**src/rtl/gfx_fill_pkg.sv**
```systemverilog
package gfx_fill_pkg;
  typedef enum logic [1:0] {
    OP_NONE = 2'd0,
    OP_VCLR = 2'd1,
    OP_RECT = 2'd2,
    OP_GCLR = 2'd3
  } op_e;

  localparam logic [7:0] CMD_VCLR = 8'h01;
  localparam logic [7:0] CMD_RECT = 8'h02;
  localparam logic [7:0] CMD_GCLR = 8'h03;

  localparam int unsigned PARAM_BYTES = 9;

  typedef struct packed {
    logic [15:0] x0;
    logic [7:0]  y0;
    logic [15:0] w;
    logic [7:0]  h;
    logic [2:0]  colour;
    logic [7:0]  chr;
    logic [7:0]  attr;
  } fill_params_t;
endpackage

```
**src/rtl/gfx_param_regs.sv**
```systemverilog
module gfx_param_regs
  import gfx_fill_pkg::*;
(
  input  logic         clk_i,
  input  logic         rst_ni,
  input  logic         wr_i,
  input  logic [7:0]   data_i,
  input  logic         restart_i,
  output fill_params_t params_o
);
  localparam int unsigned IW = $clog2(PARAM_BYTES + 1);

  logic [IW-1:0] idx_q;
  logic [7:0]    byte_q [PARAM_BYTES];

  always_ff @(posedge clk_i or negedge rst_ni) begin
    if (!rst_ni)                                   idx_q <= '0;
    else if (restart_i)                            idx_q <= '0;
    else if (wr_i && idx_q < IW'(PARAM_BYTES))     idx_q <= idx_q + 1'b1;
  end

  for (genvar g = 0; g < PARAM_BYTES; g++) begin : g_byte
    always_ff @(posedge clk_i or negedge rst_ni) begin
      if (!rst_ni)                              byte_q[g] <= '0;
      else if (wr_i && idx_q == IW'(g))         byte_q[g] <= data_i;
    end
  end

  assign params_o.x0     = {byte_q[1], byte_q[0]};
  assign params_o.y0     = byte_q[2];
  assign params_o.w      = {byte_q[4], byte_q[3]};
  assign params_o.h      = byte_q[5];
  assign params_o.colour = byte_q[6][2:0];
  assign params_o.chr    = byte_q[7];
  assign params_o.attr   = byte_q[8];
endmodule

```
**src/rtl/gfx_rect_setup.sv**
```systemverilog
module gfx_rect_setup #(
  parameter int unsigned PIX_W = 640,
  parameter int unsigned PIX_H = 200,
  localparam int unsigned BPR  = PIX_W / 8,
  localparam int unsigned CW   = $clog2(BPR),
  localparam int unsigned GAW  = $clog2(BPR * PIX_H)
) (
  input  logic [15:0]    x0_i,
  input  logic [7:0]     y0_i,
  input  logic [15:0]    w_i,
  input  logic [7:0]     h_i,
  output logic           empty_o,
  output logic [CW-1:0]  bcol_first_o,
  output logic [CW-1:0]  bcol_last_o,
  output logic [7:0]     lmask_o,
  output logic [7:0]     rmask_o,
  output logic [7:0]     row_end_o,
  output logic [GAW-1:0] row_base_o
);
  logic [16:0] xe_raw, xe, x_last;
  logic [8:0]  ye_raw, ye;

  always_comb begin
    xe_raw  = {1'b0, x0_i} + {1'b0, w_i};
    xe      = (xe_raw > 17'(PIX_W)) ? 17'(PIX_W) : xe_raw;
    ye_raw  = {1'b0, y0_i} + {1'b0, h_i};
    ye      = (ye_raw > 9'(PIX_H)) ? 9'(PIX_H) : ye_raw;
    // x0 beyond the right edge also yields xe <= x0
    empty_o = (xe <= {1'b0, x0_i}) || (ye <= {1'b0, y0_i});
    x_last  = xe - 17'd1;
  end

  assign bcol_first_o = CW'(x0_i >> 3);
  assign bcol_last_o  = CW'(x_last >> 3);
  assign lmask_o      = 8'hFF >> x0_i[2:0];
  assign rmask_o      = 8'hFF << (3'd7 - x_last[2:0]);
  assign row_end_o    = ye[7:0];
  assign row_base_o   = GAW'(32'(y0_i) * BPR);
endmodule

```
**src/rtl/gfx_walker.sv**
```systemverilog
module gfx_walker
  import gfx_fill_pkg::*;
#(
  parameter int unsigned VCELLS = 2000,
  parameter int unsigned BPR    = 80,
  parameter int unsigned GBYTES = 16000,
  localparam int unsigned VAW   = $clog2(VCELLS),
  localparam int unsigned GAW   = $clog2(GBYTES),
  localparam int unsigned CW    = $clog2(BPR),
  localparam int unsigned LAW   = (VAW > GAW) ? VAW : GAW
) (
  input  logic           clk_i,
  input  logic           rst_ni,
  input  logic           accept_i,
  input  logic           start_i,
  input  op_e            op_i,
  input  logic [CW-1:0]  bcol_first_i,
  input  logic [CW-1:0]  bcol_last_i,
  input  logic [7:0]     lmask_i,
  input  logic [7:0]     rmask_i,
  input  logic [7:0]     row_first_i,
  input  logic [7:0]     row_end_i,
  input  logic [GAW-1:0] row_base_i,
  input  logic [2:0]     colour_i,
  input  logic [15:0]    cell_i,
  output logic           busy_o,
  output logic           done_o,
  output logic           vram_we_o,
  output logic [VAW-1:0] vram_addr_o,
  output logic [15:0]    vram_wdata_o,
  output logic           gram_we_o,
  output logic [GAW-1:0] gram_addr_o,
  output logic [23:0]    gram_wdata_o,
  output logic [7:0]     gram_mask_o
);
  logic           run_q, done_q;
  op_e            op_q;
  logic [LAW-1:0] lin_q;
  logic [CW-1:0]  col_q, cfirst_q, clast_q;
  logic [7:0]     lmask_q, rmask_q, row_q, rend_q;
  logic [GAW-1:0] rbase_q;
  logic [2:0]     colour_q;
  logic [15:0]    cell_q;
  logic           last;
  logic           row_done;

  assign row_done = (col_q == clast_q);

  always_comb begin
    last = 1'b0;
    if (run_q) begin
      unique case (op_q)
        OP_VCLR: last = (lin_q == LAW'(VCELLS - 1));
        OP_GCLR: last = (lin_q == LAW'(GBYTES - 1));
        OP_RECT: last = row_done && (row_q == rend_q - 8'd1);
        default: last = 1'b1;
      endcase
    end
  end

  always_ff @(posedge clk_i or negedge rst_ni) begin
    if (!rst_ni) begin
      run_q  <= 1'b0;
      done_q <= 1'b0;
    end else begin
      if (start_i)   run_q <= 1'b1;
      else if (last) run_q <= 1'b0;
      if (accept_i)  done_q <= !start_i;
      else if (last) done_q <= 1'b1;
    end
  end

  always_ff @(posedge clk_i or negedge rst_ni) begin
    if (!rst_ni) begin
      op_q     <= OP_NONE;
      lin_q    <= '0;
      col_q    <= '0;
      cfirst_q <= '0;
      clast_q  <= '0;
      lmask_q  <= '0;
      rmask_q  <= '0;
      row_q    <= '0;
      rend_q   <= '0;
      rbase_q  <= '0;
      colour_q <= '0;
      cell_q   <= '0;
    end else if (start_i) begin
      op_q     <= op_i;
      lin_q    <= '0;
      col_q    <= bcol_first_i;
      cfirst_q <= bcol_first_i;
      clast_q  <= bcol_last_i;
      lmask_q  <= lmask_i;
      rmask_q  <= rmask_i;
      row_q    <= row_first_i;
      rend_q   <= row_end_i;
      rbase_q  <= row_base_i;
      colour_q <= colour_i;
      cell_q   <= cell_i;
    end else if (run_q && !last) begin
      lin_q <= lin_q + 1'b1;
      if (op_q == OP_RECT) begin
        if (row_done) begin
          col_q   <= cfirst_q;
          row_q   <= row_q + 8'd1;
          rbase_q <= rbase_q + GAW'(BPR);
        end else begin
          col_q <= col_q + 1'b1;
        end
      end
    end
  end

  logic is_rect;
  assign is_rect = (op_q == OP_RECT);

  assign busy_o       = run_q;
  assign done_o       = done_q;
  assign vram_we_o    = run_q && (op_q == OP_VCLR);
  assign vram_addr_o  = VAW'(lin_q);
  assign vram_wdata_o = cell_q;
  assign gram_we_o    = run_q && (is_rect || op_q == OP_GCLR);
  assign gram_addr_o  = is_rect ? rbase_q + GAW'(col_q) : GAW'(lin_q);
  assign gram_mask_o  = is_rect ? ((col_q == cfirst_q ? lmask_q : 8'hFF) &
                                   (col_q == clast_q  ? rmask_q : 8'hFF))
                                : 8'hFF;

  for (genvar p = 0; p < 3; p++) begin : g_plane
    assign gram_wdata_o[p*8 +: 8] = is_rect ? {8{colour_q[p]}} : 8'h00;
  end
endmodule

```
**src/rtl/gfx_fill_engine.sv**
```systemverilog
module gfx_fill_engine
  import gfx_fill_pkg::*;
#(
  parameter int unsigned TXT_COLS = 80,
  parameter int unsigned TXT_ROWS = 25,
  parameter int unsigned PIX_W    = 640,
  parameter int unsigned PIX_H    = 200,
  localparam int unsigned VCELLS  = TXT_COLS * TXT_ROWS,
  localparam int unsigned VAW     = $clog2(VCELLS),
  localparam int unsigned BPR     = PIX_W / 8,
  localparam int unsigned GBYTES  = BPR * PIX_H,
  localparam int unsigned GAW     = $clog2(GBYTES),
  localparam int unsigned CW      = $clog2(BPR)
) (
  input  logic           clk_i,
  input  logic           rst_ni,
  input  logic           param_we_i,
  input  logic [7:0]     param_data_i,
  input  logic           cmd_we_i,
  input  logic [7:0]     cmd_data_i,
  output logic           busy_o,
  output logic           done_o,
  output logic           vram_we_o,
  output logic [VAW-1:0] vram_addr_o,
  output logic [15:0]    vram_wdata_o,
  output logic           gram_we_o,
  output logic [GAW-1:0] gram_addr_o,
  output logic [23:0]    gram_wdata_o,
  output logic [7:0]     gram_mask_o
);
  fill_params_t   prm;
  op_e            op_dec;
  logic           accept, start;
  logic           rect_empty;
  logic [CW-1:0]  bcol_first, bcol_last;
  logic [7:0]     lmask, rmask, row_end;
  logic [GAW-1:0] row_base;

  gfx_param_regs u_params (
    .clk_i     (clk_i),
    .rst_ni    (rst_ni),
    .wr_i      (param_we_i),
    .data_i    (param_data_i),
    .restart_i (cmd_we_i),
    .params_o  (prm)
  );

  gfx_rect_setup #(.PIX_W(PIX_W), .PIX_H(PIX_H)) u_setup (
    .x0_i         (prm.x0),
    .y0_i         (prm.y0),
    .w_i          (prm.w),
    .h_i          (prm.h),
    .empty_o      (rect_empty),
    .bcol_first_o (bcol_first),
    .bcol_last_o  (bcol_last),
    .lmask_o      (lmask),
    .rmask_o      (rmask),
    .row_end_o    (row_end),
    .row_base_o   (row_base)
  );

  always_comb begin
    unique case (cmd_data_i)
      CMD_VCLR: op_dec = OP_VCLR;
      CMD_RECT: op_dec = OP_RECT;
      CMD_GCLR: op_dec = OP_GCLR;
      default:  op_dec = OP_NONE;
    endcase
  end

  assign accept = cmd_we_i && !busy_o;
  assign start  = accept && (op_dec != OP_NONE) && !(op_dec == OP_RECT && rect_empty);

  gfx_walker #(.VCELLS(VCELLS), .BPR(BPR), .GBYTES(GBYTES)) u_walk (
    .clk_i        (clk_i),
    .rst_ni       (rst_ni),
    .accept_i     (accept),
    .start_i      (start),
    .op_i         (op_dec),
    .bcol_first_i (bcol_first),
    .bcol_last_i  (bcol_last),
    .lmask_i      (lmask),
    .rmask_i      (rmask),
    .row_first_i  (prm.y0),
    .row_end_i    (row_end),
    .row_base_i   (row_base),
    .colour_i     (prm.colour),
    .cell_i       ({prm.attr, prm.chr}),
    .busy_o       (busy_o),
    .done_o       (done_o),
    .vram_we_o    (vram_we_o),
    .vram_addr_o  (vram_addr_o),
    .vram_wdata_o (vram_wdata_o),
    .gram_we_o    (gram_we_o),
    .gram_addr_o  (gram_addr_o),
    .gram_wdata_o (gram_wdata_o),
    .gram_mask_o  (gram_mask_o)
  );
endmodule

```
**config.mk**
```make
export PLATFORM = sky130hd
export DESIGN_NAME = gfx_fill_engine
export DESIGN_NICKNAME = d
export VERILOG_FILES = /design/src/rtl/gfx_fill_pkg.sv /design/src/rtl/gfx_param_regs.sv /design/src/rtl/gfx_rect_setup.sv /design/src/rtl/gfx_walker.sv /design/src/rtl/gfx_fill_engine.sv
export SDC_FILE = /design/constraint.sdc
export NUM_CORES = 1
export LEC_CHECK = 0
export CORE_UTILIZATION = 50
export CTS_CLUSTER_SIZE = 30
export DETAILED_ROUTE_END_ITERATION = 7
export PLACE_DENSITY = 0.67
export RECOVER_POWER = 100
export SLEW_MARGIN = 20
export SYNTH_ARGS = -nofsm -noshare
export SYNTH_HDL_FRONTEND = slang
export SYNTH_HIERARCHICAL = 1
export SYNTH_SLANG_ARGS = --single-unit
```
**constraint.sdc**
```tcl
create_clock -name clk_i -period 9.2 [get_ports clk_i]
set_input_delay 0.92 -clock clk_i [delete_from_list [all_inputs] [get_ports clk_i]]
set_output_delay 0.92 -clock clk_i [all_outputs]
set_load 0.05 [all_outputs]
```
# Word-level counts from Yosys, hierarchy flattened
# Index checks and enable logic that the tools add are counted.
op_classes:
  addsub: 11
  mul: 1
  shift: 2
  magnitude_cmp: 5
  eq_ne: 20
  reduce_logical: 34
  muxes: 32
  bitwise_logic: 1
ops:
  columns: ["operator", "n"]
  rows:
  - ["$mux W14", 7]
  - ["$mux W8", 10]
  - ["$mux W7", 4]
  - ["$logic_and A1 B1 Y1", 18]
  - ["$add A16 B16 Y17", 1]
  - ["$gt A17 B10 Y1 const B", 1]
  - ["$le A17 B16 Y1", 1]
  - ["$mux W17", 1]
  - ["$eq A4 B3 Y1 const B", 4]
  - ["$eq A8 B2 Y1 const B", 2]
  - ["$add A14 B1 Y14 const B", 1]
  - ["$add A14 B7 Y14", 1]
  - ["$add A14 B7 Y14 const B", 1]
  - ["$eq A14 B11 Y1 const B", 1]
  - ["$eq A14 B14 Y1 const B", 1]
  - ["$eq A7 B7 Y1", 2]
  - ["$reduce_bool A2 Y1", 7]
  - ["$mul A8 B3 Y10 const B", 1]
  - ["$sub A10 B1 Y10 const B", 1]
  - ["$add A8 B8 Y9", 1]
  - ["$gt A9 B8 Y1 const B", 1]
  - ["$le A9 B8 Y1", 1]
  - ["$mux W9", 1]
  - ["$add A8 B1 Y8 const B", 1]
  - ["other kinds (24)", 36]
totals:
  output_inout_bits: 77
  word_cells: 130
  register_bits: 175

# Longest topological paths before layout
depth:
  ltp_word: 10
  ltp_mapped: 29
  mapped_depth_nobuf: 27

# Hierarchy
# The synthesis kept the hierarchy.
modules_own_cells:
  columns: ["module", "n_inst", "seq_area_each_um2", "cells_per_inst", "area_each_um2"]
  rows:
  - ["gfx_walker", 1, 2602.5, 611, 5955.7]
  - ["gfx_param_regs", 1, 1776.7, 176, 2846.5]
  - ["gfx_rect_setup", 1, 0.0, 373, 2703.8]
  - ["gfx_fill_engine", 1, 0.0, 7, 63.8]

# Worst setup path after synthesis
# Ideal clock, no wire load.
synth_path:
  kind: "flip-flop to flip-flop"
  startpoint: "register u_params.byte_q, in the netlist u_params/params_o[51]"
  endpoint: "register u_walk.clast_q[0]"
  setup_ps: 125
  required_time_ps: 9075
  path_slack_ps: 3631
  period_less_slack_ps: 5569
  t_arrival_ps: 5445
  n_path_buf: 5
  stages_incl_launch_ff: 29
  path_cell_list: "dfrtp_1 -> ha_1 -> fa_1 -> a21o_1 -> a311o_1 -> a221oi_1 -> mux2_2 -> a21oi_1 -> and4_1 -> buf_4 -> buf_6 -> nand2_2 -> inv_2 -> ha_1 -> a21o_1 -> a21o_1 -> a21oi_1 -> o211ai_1 -> o2111ai_1 -> nand2_1 -> a21o_1 -> nand3_1 -> o2bb2ai_1 -> nor2b_1 -> o2111a_1 -> clkbuf_1 -> clkbuf_1 -> buf_1 -> mux2_2"
synth_via:
  elab_chain_len: 8
synth_rtl:
  columns: ["item", "line_no", "rtl"]
  rows:
  - ["start, declared", "gfx_param_regs.sv:14", "logic [7:0] byte_q [PARAM_BYTES];"]
  - ["start signal, assigned by index", "gfx_param_regs.sv:25", "else if (wr_i && idx_q == IW'(g)) byte_q[g] <= data_i;"]
  - ["$add A16 B16 Y17", "gfx_rect_setup.sv:24", "xe_raw = {1'b0, x0_i} + {1'b0, w_i};"]
  - ["$gt A17 B10 Y1", "gfx_rect_setup.sv:25", "xe = (xe_raw > 17'(PIX_W)) ? 17'(PIX_W) : xe_raw;"]
  - ["$mux W17", "gfx_rect_setup.sv:25", null]
  - ["$le A17 B16 Y1 *", "gfx_rect_setup.sv:29", "empty_o = (xe <= {1'b0, x0_i}) || (ye <= {1'b0, y0_i});"]
  - ["$logic_or A1 B1 Y1 *", "gfx_rect_setup.sv:29", null]
  - ["net rect_empty", "gfx_fill_engine.sv:34", "logic rect_empty;"]
  - ["$logic_and A1 B1 Y1 *", "gfx_fill_engine.sv:72", "assign start = accept && (op_dec != OP_NONE) && !(op_dec == OP_RECT && rect_empty);"]
  - ["$logic_not A1 Y1 *", "gfx_fill_engine.sv:72", null]
  - ["$logic_and A1 B1 Y1 *", "gfx_fill_engine.sv:72", null]
  - ["net start", "gfx_fill_engine.sv:33", "logic accept, start;"]
  - ["end signal, assigned", "gfx_walker.sv:92", "clast_q <= bcol_last_i;"]
  - ["end, declared", "gfx_walker.sv:39", "logic [CW-1:0] col_q, cfirst_q, clast_q;"]
# Mark *: on every way through the listed nets, which the timed path passes. The rest lies on a longest branch.
# A chain may end at the register's enable or synchronous reset.

# Final worst setup path
layout_path:
  startpoint: "register u_params.byte_q, in the netlist u_params/params_o[51]"
  endpoint: "register u_walk.rmask_q[2]"
layout_via:
  elab_chain_len: 8
layout_rtl:
  columns: ["item", "line_no", "rtl"]
  rows:
  - ["$add A16 B16 Y17", "gfx_rect_setup.sv:24", null]
  - ["$gt A17 B10 Y1", "gfx_rect_setup.sv:25", null]
  - ["$mux W17", "gfx_rect_setup.sv:25", null]
  - ["$le A17 B16 Y1 *", "gfx_rect_setup.sv:29", null]
  - ["$logic_or A1 B1 Y1 *", "gfx_rect_setup.sv:29", null]
  - ["net rect_empty", "gfx_fill_engine.sv:34", null]
  - ["$logic_and A1 B1 Y1 *", "gfx_fill_engine.sv:72", null]
  - ["$logic_not A1 Y1 *", "gfx_fill_engine.sv:72", null]
  - ["$logic_and A1 B1 Y1 *", "gfx_fill_engine.sv:72", null]
  - ["net start", "gfx_fill_engine.sv:33", null]
  - ["end signal, assigned", "gfx_walker.sv:94", "rmask_q <= rmask_i;"]
  - ["end, declared", "gfx_walker.sv:40", "logic [7:0] lmask_q, rmask_q, row_q, rend_q;"]
# Marks and branches as above.

==> run metrics <==
initial antenna violation count 0; met1 WL 12.26 mm; Longest Clk Path Bufs 2; count of state elements after synthesis 175; final total power 3216 µW; pin count of the biggest net entering global routing 74; I/O pins 97; critical path endpoint category register; sequential area share after synthesis 37.85%; DRC viols 0; Die Ht 154.1 µm; crit-path most repeated cell a21o_1; final core occ 57.30%; CP Max Fanout 50; Syn-to-layout area delta 12.13%; TritonRoute pass-1 iters 4; layout cells sized above 1 14.62%; gr ovfl total 0; die area 0.02375 mm²; PostCTS Resize Cnt 0; via count 8,429; fin crit share 81.17%; failing checks max-capacitance violations, max-slew violations; CTS clk-pin slew, worst paths 0.08 ns; setup_tns 0 ns; # Post-CTS Setup Buffers 0; Yosys warning count 6; Hold Path End u_params/params_o[26]$_DFFE_PN0P_; CTS tree yes; initial drt markers 362; Hold Buf Count CTS 0; Finish-stage setup viols 0; core area 0.02264 mm²; WL final 25.90 mm; pre-CTS WS 2.528 ns; # rows 55; worst vdd ir 137.4 µV; P_leak 0.006049 µW; class of the worst hold path register to register; Fin. Hold Viols 0; pwr dens 247.9 mW/mm²; WL/cell 17.16 µm; # port buffers 96; clk sink count 175; CP bufs+invs 2; ANT nets after route 0; max-slew violations 219; Max-slew headroom -159.9%; RSZ-0062 raised after global routing no; Clock Skews 0.01882 ns; Netlist cell types 79; R2R Setup Slk 1.73 ns; metal3 WL 872 µm; final net count 1,314; vias per inst 5.586; Reg2Reg Depth 24; Critical Path, Cell by Cell ha_1 -> fa_1 -> a21o_1 -> a311o_1 -> a221oi_1 -> mux2_2 -> a21oi_1 -> and4_1 -> nand2_1 -> clkinv_1 -> ha_1 -> a21o_1 -> a21o_1 -> a21oi_1 -> o211ai_1 -> o2111ai_1 -> nand2_1 -> a21o_1 -> nand3_1 -> o2bb2ai_1 -> nor2b_1 -> o2111a_4 -> clkbuf_1 -> mux2_2; # diodes 0; top layer in use met4; fin worst setup slack 1.732 ns; Hold Path Depth 1; DR WL met2 12.36 mm; Die X 154.1 µm; global-route wire length before repair 43.08 mm; Hold Path Origin u_params/params_o[26]$_DFFE_PN0P_; Reg-to-Reg End u_walk/rmask_q[2]$_DFFE_PN0P_; Synth Instances 1,167; critical-path cell with the highest stage delay clkbuf_1; CP Launch Type register; outcome finished, violations left; total CTS buffers 17; prevailing post-synth register cell dfrtp_1; Placer Congestion 0.8768; slowest stage delay, CP 1.33 ns; fill count 1,938; Async SR Flop Fraction 100.0%; Synth Cell Area 0.01157 mm²; Crit Path Class register to register; Root Buffer clkbuf_16; Post-synth EDFFs 0; clock latency on the worst-skew pair 0.44 ns; Synth Area per Inst 9.914 µm²; Max Fclk 133.9 MHz; delay-heaviest family, CP compound AO/OA/AOI/OAI gates; Crit path arrival time 7.79 ns; H-Tree Level Count 4; effective utilization at floorplan 51.10%; max_cap viols 4; fin crit period 7.468 ns; number of global-route vias before repair 8,448; worst r2r src u_params/params_o[51]$_DFFE_PN0P_; dpl hpwl 18.82 mm; Worst-Margin Slew 3.898 ns; total track usage 22.90%; Worst EP required 9.52 ns
## cells in the final DEF (no fill, tap or decap), drive strengths merged, types with 22 or more instances in the layout
cell / instances
nor2: 59
a21o: 23
xnor2: 47
mux2: 123
dlygate4sd3: 78
o21ai: 79
nand3: 25
xor2: 37
clkbuf: 22
ha: 79
a21oi: 42
inv: 71
dfrtp: 175
nand2: 108
## cell usage after synthesis, drive strengths merged, types with 3 or more instances
cell type	n	share of area [%]
o21a	3	0.19
nand3	25	1.1
a31oi	6	0.38
xor2	37	2.9
nand2b	11	0.59
clkbuf	24	0.78
a21o	23	1.5
nor3	18	0.97
buf	64	4.1
fa	4	0.69
o21ai	79	3.4
nand3b	3	0.19
a21oi	42	1.8
nand2	108	3.8
and2	20	1.1
a22oi	4	0.26
xnor2	47	3.6
o31ai	5	0.32
and4	7	0.53
or4	3	0.19
inv	64	2.1
o22ai	11	0.59
nor2b	13	0.70
nor2	59	1.9
or3	5	0.27
a221oi	4	0.36
nor4	7	0.82
mux2	123	12
o2bb2ai	3	0.23
ha	79	8.5
and3	17	0.94
nand4	14	0.81
o211ai	9	0.58
o2111ai	5	0.38
dfrtp	175	38
a211oi	6	0.43
o21bai	6	0.39
mux2i	7	0.61
## registers in the layout (all words and copies together) (netlist names)
| signal | cells |
|---|---|
| u_walk/busy_o | 1 |
| u_walk/lin_q | 14 |
| u_walk/rbase_q | 14 |
| u_walk/col_q | 7 |
| u_params/idx_q | 4 |
| u_walk/clast_q | 7 |
| u_walk/vram_wdata_o | 16 |
| u_walk/done_o | 1 |
| u_walk/cfirst_q | 7 |
| u_walk/rend_q | 8 |
| u_walk/colour_q | 3 |
| u_walk/op_q | 2 |
| u_walk/lmask_q | 8 |
| u_walk/row_q | 8 |
| u_params/params_o | 67 |
| u_walk/rmask_q | 8 |
## per-layer routing
| metal | global-route usage, % | vias to the layer above |
|---|---|---|
| li1 | - | 4143 |
| met1 | 30.93 | 4100 |
| met2 | 38.05 | 162 |
| met3 | 3.326 | 24 |
| met4 | 6.857 | 0 |
| met5 | 0 | - |
## cells by family after synthesis
family / count (synthesis) / share of synthesized area, %
other: 2 / 0.06491
flip-flops: 175 / 37.85
XOR/XNOR: 84 / 6.424
buffers and inverters: 152 / 6.932
AO/OA/AOI/OAI: 225 / 12.58
adder cells (fa/ha/maj): 83 / 9.235
multiplexers: 130 / 12.64
AND/OR/NAND/NOR: 316 / 14.27
## stage by stage
stage	std cells	cell area (µm²)	hold WS, ns
detailed placement	1477	12430	0.4880
CTS	1509	13040	0.4530
global route	1509	12970	0.5179
floorplan	1177	11610	0.4684
finish	1509	12970	0.4992
global placement	1477	12430	0.4813
## power breakdown
part	leakage (µW)	internal, µW	switching [µW]
logic	0.00359	608	796
clock network	0.000300	378	356
registers	0.00216	899	180
## worst register-to-register path, cell delays in order, from the launching register on
cell and delay (ns):
dfrtp_1 0.44, ha_1 0.27, fa_1 0.45, a21o_1 0.24, a311o_1 0.41, a221oi_1 0.31
mux2_2 0.37, a21oi_1 0.14, and4_1 0.62, nand2_1 0.22, clkinv_1 0.08, ha_1 0.14
a21o_1 0.11, a21o_1 0.10, a21oi_1 0.06, o211ai_1 0.18, o2111ai_1 0.14, nand2_1 0.10
a21o_1 0.09, nand3_1 0.11, o2bb2ai_1 0.18, nor2b_1 0.14, o2111a_4 0.65, clkbuf_1 1.34
mux2_2 0.47
## how the worst max path moves through the flow
stage                                    endpoint  slack (ns)  depth (start not counted)                         startpoint
floorplan           u_walk/clast_q[0]$_DFFE_PN0P_        3.63                         28  u_params/params_o[51]$_DFFE_PN0P_
global placement     u_walk/lin_q[11]$_DFFE_PN0P_        2.72                         24  u_params/params_o[51]$_DFFE_PN0P_
detailed placement   u_walk/lin_q[11]$_DFFE_PN0P_        2.53                         24  u_params/params_o[51]$_DFFE_PN0P_
CTS                   u_walk/lin_q[9]$_DFFE_PN0P_        2.52                         24  u_params/params_o[51]$_DFFE_PN0P_
global route          u_walk/row_q[7]$_DFFE_PN0P_        1.12                         24  u_params/params_o[51]$_DFFE_PN0P_
finish              u_walk/rmask_q[2]$_DFFE_PN0P_        1.73                         24  u_params/params_o[51]$_DFFE_PN0P_
## layout make-up
class | count | area (µm²) | area share (%)
multi-input cells | 850 | 6385 | 49.21
clock inverters | 14 | 177.7 | 1.369
repair buffers | 103 | 996.0 | 7.677
inverters | 64 | 240.2 | 1.852
clock buffers | 18 | 439.2 | 3.385
flip-flops and latches | 175 | 4379 | 33.75
well taps | 285 | 356.6 | 2.749
(Power assumes the default switching activity.)
